$ cat src/rtl/iq_srx_pkg.sv
package iq_srx_pkg;
  typedef enum logic [1:0] {
    SCLK_FULL = 2'd0,
    SCLK_DIV  = 2'd1,
    SCLK_X32  = 2'd2,
    SCLK_OFF  = 2'd3
  } sclk_mode_e;

  localparam int unsigned N_LANES = 2;
endpackage

$ cat src/rtl/iq_srx_sclk_gen.sv
module iq_srx_sclk_gen
  import iq_srx_pkg::*;
#(
  parameter int unsigned DIV_W = 4
) (
  input  logic             clk_i,
  input  logic             rst_ni,
  input  sclk_mode_e       mode_i,
  input  logic [DIV_W-1:0] div_i,
  input  logic             x32_tick_i,
  output logic             tick_o
);
  logic [DIV_W-1:0] div_q;
  logic             tick_q;

  always_ff @(posedge clk_i or negedge rst_ni) begin
    if (!rst_ni) begin
      div_q  <= '0;
      tick_q <= 1'b0;
    end else begin
      unique case (mode_i)
        SCLK_FULL: begin
          div_q  <= '0;
          tick_q <= 1'b1;
        end
        SCLK_DIV: begin
          if (div_q == div_i) begin
            div_q  <= '0;
            tick_q <= 1'b1;
          end else begin
            div_q  <= div_q + DIV_W'(1);
            tick_q <= 1'b0;
          end
        end
        SCLK_X32: begin
          div_q  <= '0;
          tick_q <= x32_tick_i;
        end
        default: begin
          div_q  <= '0;
          tick_q <= 1'b0;
        end
      endcase
    end
  end

  assign tick_o = tick_q;
endmodule

$ cat src/rtl/iq_srx_lane.sv
module iq_srx_lane #(
  parameter int unsigned DATA_W = 16,
  parameter int unsigned SLOT_W = 10
) (
  input  logic              clk_i,
  input  logic              rst_ni,
  input  logic              live_i,
  input  logic              frame_i,
  input  logic [SLOT_W:0]   cur_i,
  input  logic [SLOT_W-1:0] slot_i,
  input  logic [1:0]        len_code_i,
  input  logic              bit_i,
  output logic              done_o,
  output logic [DATA_W-1:0] word_o
);
  localparam int unsigned LEN_W = SLOT_W + 1;
  localparam int unsigned STEP  = DATA_W / 4;

  logic [DATA_W-1:0] sr_q, sr_n;
  logic              done_q, done_n;
  logic [LEN_W-1:0]  len, shamt, slot_x;
  logic              in_win;

  assign len    = (LEN_W'(len_code_i) + LEN_W'(1)) * LEN_W'(STEP);
  assign shamt  = LEN_W'(DATA_W) - len;
  assign slot_x = {1'b0, slot_i};
  // window: slot-len < cur <= slot
  assign in_win = (cur_i <= slot_x) && ((cur_i + len) > slot_x);

  always_comb begin
    sr_n   = frame_i ? '0 : sr_q;
    done_n = frame_i ? 1'b0 : done_q;
    if (live_i && in_win) sr_n = {sr_n[DATA_W-2:0], bit_i};
    if (live_i && (cur_i == slot_x)) done_n = 1'b1;
  end

  always_ff @(posedge clk_i or negedge rst_ni) begin
    if (!rst_ni) begin
      sr_q   <= '0;
      done_q <= 1'b0;
    end else begin
      sr_q   <= sr_n;
      done_q <= done_n;
    end
  end

  assign done_o = done_q;
  assign word_o = sr_q << shamt;
endmodule

$ cat src/rtl/iq_serial_rx.sv
module iq_serial_rx
  import iq_srx_pkg::*;
#(
  parameter int unsigned DATA_W  = 16,
  parameter int unsigned SLOT_W  = 10,
  parameter int unsigned DIV_W   = 4,
  parameter int unsigned N_PORTS = 4,
  localparam int unsigned SEL_W  = $clog2(N_PORTS)
) (
  input  logic               clk_i,
  input  logic               rst_ni,
  input  logic               ser_en_i,
  input  logic [DIV_W+1:0]   clk_cfg_i,
  input  logic               x32_tick_i,
  input  logic [1:0]         b2b_en_i,
  input  logic               tx_en_i,
  input  logic               sw_tx_en_i,
  input  logic               tx_indep_i,
  input  logic               samp_start_i,
  input  logic [1:0]         word_len_i,
  input  logic [SEL_W-1:0]   port_sel_i,
  input  logic [SLOT_W-1:0]  i_slot_i,
  input  logic [SLOT_W-1:0]  q_slot_i,
  input  logic [N_PORTS-1:0] sdata_i,
  output logic               sclk_o,
  output logic               fsync_o,
  output logic [DATA_W-1:0]  i_data_o,
  output logic [DATA_W-1:0]  q_data_o,
  output logic               pair_valid_o
);
  localparam int unsigned CUR_W = SLOT_W + 1;

  sclk_mode_e  mode;
  logic        tick, allow, b2b, frame, live, sbit, vld_n;
  logic        pend_q, act_q, vld_q;
  logic [CUR_W-1:0] pos_q, cur;
  logic [N_LANES-1:0] lane_done;
  logic [DATA_W-1:0]  lane_word [N_LANES];
  logic [SLOT_W-1:0]  lane_slot [N_LANES];
  logic [DATA_W-1:0]  i_q, q_q;

  assign mode = sclk_mode_e'(clk_cfg_i[DIV_W+1 -: 2]);

  iq_srx_sclk_gen #(.DIV_W(DIV_W)) u_sclk (
    .clk_i      (clk_i),
    .rst_ni     (rst_ni),
    .mode_i     (mode),
    .div_i      (clk_cfg_i[DIV_W-1:0]),
    .x32_tick_i (x32_tick_i),
    .tick_o     (tick)
  );

  assign allow = tx_en_i | sw_tx_en_i | tx_indep_i;
  assign b2b   = (mode == SCLK_X32) && (&b2b_en_i);
  assign frame = tick && ser_en_i && allow && (pend_q || (b2b && !act_q));
  assign live  = tick && (frame || act_q);
  assign cur   = frame ? '0 : pos_q + CUR_W'(1);
  assign sbit  = sdata_i[port_sel_i];

  assign lane_slot[0] = i_slot_i;
  assign lane_slot[1] = q_slot_i;

  for (genvar g = 0; g < N_LANES; g++) begin : g_lane
    iq_srx_lane #(.DATA_W(DATA_W), .SLOT_W(SLOT_W)) u_lane (
      .clk_i      (clk_i),
      .rst_ni     (rst_ni),
      .live_i     (live),
      .frame_i    (frame),
      .cur_i      (cur),
      .slot_i     (lane_slot[g]),
      .len_code_i (word_len_i),
      .bit_i      (sbit),
      .done_o     (lane_done[g]),
      .word_o     (lane_word[g])
    );
  end

  assign vld_n = act_q && (&lane_done);

  always_ff @(posedge clk_i or negedge rst_ni) begin
    if (!rst_ni) begin
      pend_q <= 1'b0;
      act_q  <= 1'b0;
      pos_q  <= '0;
      vld_q  <= 1'b0;
      i_q    <= '0;
      q_q    <= '0;
    end else begin
      vld_q <= vld_n;
      if (vld_n) begin
        i_q <= lane_word[0];
        q_q <= lane_word[1];
      end
      if (!ser_en_i)         act_q <= 1'b0;
      else if (frame)        act_q <= 1'b1;
      else if (vld_n)        act_q <= 1'b0;
      if (!ser_en_i)         pend_q <= 1'b0;
      else if (samp_start_i) pend_q <= 1'b1;
      else if (frame)        pend_q <= 1'b0;
      // saturate once past any reachable slot
      if (frame)                       pos_q <= '0;
      else if (live && !pos_q[CUR_W-1]) pos_q <= cur;
    end
  end

  assign sclk_o       = tick;
  assign fsync_o      = frame;
  assign pair_valid_o = vld_q;
  assign i_data_o     = i_q;
  assign q_data_o     = q_q;
endmodule

$ cat config.mk
export PLATFORM = sky130hd
export DESIGN_NAME = iq_serial_rx
export DESIGN_NICKNAME = d
export VERILOG_FILES = /design/src/rtl/iq_srx_pkg.sv /design/src/rtl/iq_srx_sclk_gen.sv /design/src/rtl/iq_srx_lane.sv /design/src/rtl/iq_serial_rx.sv
export SDC_FILE = /design/constraint.sdc
export NUM_CORES = 1
export LEC_CHECK = 0
export ABC_AREA = 1
export BUFFER_PORTS_ARGS = -buffer_cell sky130_fd_sc_hd__buf_2
export CAP_MARGIN = 15
export CORE_MARGIN = 2
export CORE_UTILIZATION = 58
export DETAILED_ROUTE_END_ITERATION = 7
export PLACE_DENSITY = 0.82
export SLEW_MARGIN = 10
export SYNTH_ARGS = -nofsm -noshare
export SYNTH_HDL_FRONTEND = slang
export SYNTH_SLANG_ARGS = --single-unit
$ cat constraint.sdc
create_clock -name clk_i -period 4.3 [get_ports clk_i]
set_input_delay 0.43 -clock clk_i [delete_from_list [all_inputs] [get_ports clk_i]]
set_output_delay 0.43 -clock clk_i [all_outputs]
set_load 0.05 [all_outputs]
==> key figures <==
Run status
  • Status: complete, no violations

Critical path
  • Endpoint class of the critical path: flop
  • CP Class: flop to flop
  • CP Launch Type: flop
  • R2r startpoint: pos_q[0]
  • R2R depth: 27
  • Reg-to-reg endpoint: g_lane[1].u_lane.sr_q[13]
  • Critical Path AT: 4010 ps
  • Critical Path RT: approximately 4600 ps
  • CP Max Fanout: 17
  • FF-to-FF setup slack: 540 ps

Routing
  • ANT nets after route: 0
  • Initial DRC Count: approximately 250
  • Via count: between 5000 and 6000
  • Drt total wl: 13500 um
  • Vias per cell: 5.27
  • Avg WL per Cell: 14.1 um
  • # DRC: 0
  • DRT Pass-1 Iters: 5

Logic synthesis
  • Synth unique cells: 45
  • Syn Area/Cell: 7.62 sq um
  • Syn Nets: 831
  • Yosys reg bits: 85
  • Post-synthesis sequential area ratio: 0.373
  • Leading post-synthesis cells by cell area: dfrtp_1 37%, nand2_1 13%, ha_1 8.3%
  • Ys Warns: 0
  • Synthesized area: 5700 sq um
  • Post-Synthesis Cells: 749
  • Cell taking the most area after synthesis: dfrtp_1
  • Top cell type's share of synthesized area: 0.373

Clocking
  • Setup Fix Bufs, Post-CTS: 0
  • Clk buf depth: 2
  • Clock sinks: 85
  • TritonCTS clock tree: built
  • Clk_lat worst skew: roughly 370 ps
  • Num CTS Buffers: 9
  • Root buffer cell: clkbuf_8
  • Cts repair resizes: 0
  • Reg clk slew, reported paths: 80 ps
  • Hold_buf cts: 0
  • H-tree levels: 3

Floorplan
  • Chip width: between 100 and 150 um
  • DIE AREA: 10600 sq um
  • Effective utilization at floorplan: 0.592
  • Die height: about 100 um
  • Site row count: 36
  • Io pins: approximately 80
  • Total core area: 9640 sq um

Timing
  • Fin Hold WS: 252 ps
  • Final setup fails: 0
  • Worst slew margin: 0.301
  • Fraction of the cycle the final worst path needs: 0.874
  • Fmax: between 200 and 300 MHz
  • Setup repair after global routing missed its margin: no
  • Tmin final: 3760 ps
  • Final hold vios: 0
  • Final Skew: 11.8 ps
  • Final Max Tran Viols: 0
  • Setup TNS: 0 ps
  • Worst slew pin tran: 1050 ps
  • Smallest setup slack after layout: 542 ps

Power
  • Peak supply drop: 350 uV
  • Pwr Density: 614 nW/um^2
  • Final Total Pwr: 3.88 mW
  • Leak: 3.43 nW

Finish
  • Layout cell share with drive strength beyond 1: 0.175
  • Post-Layout Cell Count: 962
  • Final core occ: 0.656
  • Antenna diodes: 0
  • Area grow syn2layout: 10.9%
  • Layout Nets: 906
  • Post-route design area: approximately 6300 sq um

Placement
  • Final Wtd Congestion: 0.948
  • Dpl hpwl: 10300 um
  • Port buffer count: between 70 and 80
  • Pre-CTS setup slack: 422 ps
  • Post-placement cell count: 946
  • Cell Area, Placed: between 6000 and 7000 sq um

Global route
  • Layer carrying the most global-route usage: met2
  • Initial antenna violation count: 0
  • GR Util All Layers: 0.265
  • Grt met2 use: 0.464
  • Vias in the first global route: 4812
  • Met3 GRT Util: 0.0296
  • Total gr overflow: 0
  • Met1 usage: 0.337
  • First-pass GRT wire length: 22100 um
  • Pin count of the biggest net entering global routing: 86

Job
  • MaxCap Viol Count: 0

Min path
  • HP Class: input pin to async pin
cells in the final DEF (no fill, tap or decap), drive strengths merged, types with 3 or more instances in the layout:
cell,count
nand2,215
inv,113
dfrtp,85
buf,84
nor2,82
nand3,64
o21ai,45
ha,38
a21oi,14
clkbuf,13
xor2,9
o21a,9
a221oi,8
nand4,7
a22oi,6
a22o,6
o21bai,5
clkinv,5
xnor2,3
routing by layer:
layer,share of wire,wire (um)
met5,0,0
met4,0.027,368
met3,0.058,782
met2,0.48,6560
met1,0.43,5840
power breakdown:
part	switching (mW)	internal (mW)
clock network	0.281	0.226
registers	0.162	1.04
logic	1.51	0.659
total	1.95	1.93
worst max-delay path by stage:
stage                        from                   endpoint  slack (ps)  cells after the start
floorplan           u_sclk.tick_o  g_lane[1].u_lane.sr_q[10]         570                     31
global placement          tx_en_i  g_lane[1].u_lane.sr_q[12]         580                     31
detailed placement        tx_en_i   g_lane[1].u_lane.sr_q[2]         420                     31
CTS                      pos_q[0]   g_lane[1].u_lane.sr_q[2]         520                     27
global route        u_sclk.tick_o  g_lane[1].u_lane.sr_q[13]         170                     30
finish                   pos_q[0]  g_lane[1].u_lane.sr_q[13]         540                     27
flip-flops by register name, summed over array words and instances (netlist names):
signal                count
g_lane.u_lane.done_o      2
g_lane.u_lane.sr_q       32
pos_q                    11
i_data_o                 16
pend_q                    1
pair_valid_o              1
act_q                     1
u_sclk.div_q              4
u_sclk.tick_o             1
q_data_o                 16
worst max-delay path: stages, from the launching register on:
cell,delay (ps)
dfrtp_1,510
ha_1,310
nand2_1,110
o21ai_0,160
nand2_1,70
nor2_1,200
ha_1,280
inv_1,100
nor2_2,50
nand2_2,70
nand2_4,60
xor2_1,160
ha_1,330
nand2_1,60
nor2_1,170
nand3_1,90
nand4_1,80
nand2_1,60
nand2_1,50
nand2_1,50
nand2_1,60
nand2_1,80
nand3_2,90
nand2_2,70
inv_6,140
nand2_8,110
nand2_1,90
nand2_1,50
area by class of cell:
type	instances	area, sq um
fillers	871	3310
multi-input cells	528	2970
clock inverters	3	21.3
flip-flops and latches	85	2130
inverters	116	450
clock buffers	13	149
well taps	133	166
repair buffers	84	438
cell usage after synthesis, drive strengths merged:
| master | count |
|---|---|
| inv | 113 |
| a31oi | 1 |
| nand2 | 215 |
| a221oi | 8 |
| a32o | 2 |
| a32oi | 1 |
| clkinv | 3 |
| dfrtp | 85 |
| clkbuf | 12 |
| nor4 | 2 |
| o211ai | 2 |
| o31ai | 1 |
| dlygate4sd1 | 2 |
| a21oi | 14 |
| nor3 | 2 |
| buf | 6 |
| o21ai | 45 |
| mux2 | 2 |
| a21o | 2 |
| ha | 38 |
| nor2 | 82 |
| o21bai | 5 |
| xnor2 | 3 |
| nand4 | 7 |
| xor2 | 9 |
| o22ai | 2 |
| nand3 | 64 |
| o21a | 9 |
| a22oi | 6 |
| a22o | 6 |
kinds of logic (layout without fill, tap and decap cells):
kind of cell               count (synthesis)  after routing  share of synthesized area
adders and majority gates                 38             38                     0.0834
and+or+nand+nor                          372            372                      0.300
xor gates and xnor gates                  12             12                     0.0184
AOI/OAI and AO/OA                        104            104                      0.116
buffers and inverters                    136            216                      0.106
muxes                                      2              2                    0.00395
DFF                                       85             85                      0.373
Power figures use the tool's default switching activity.
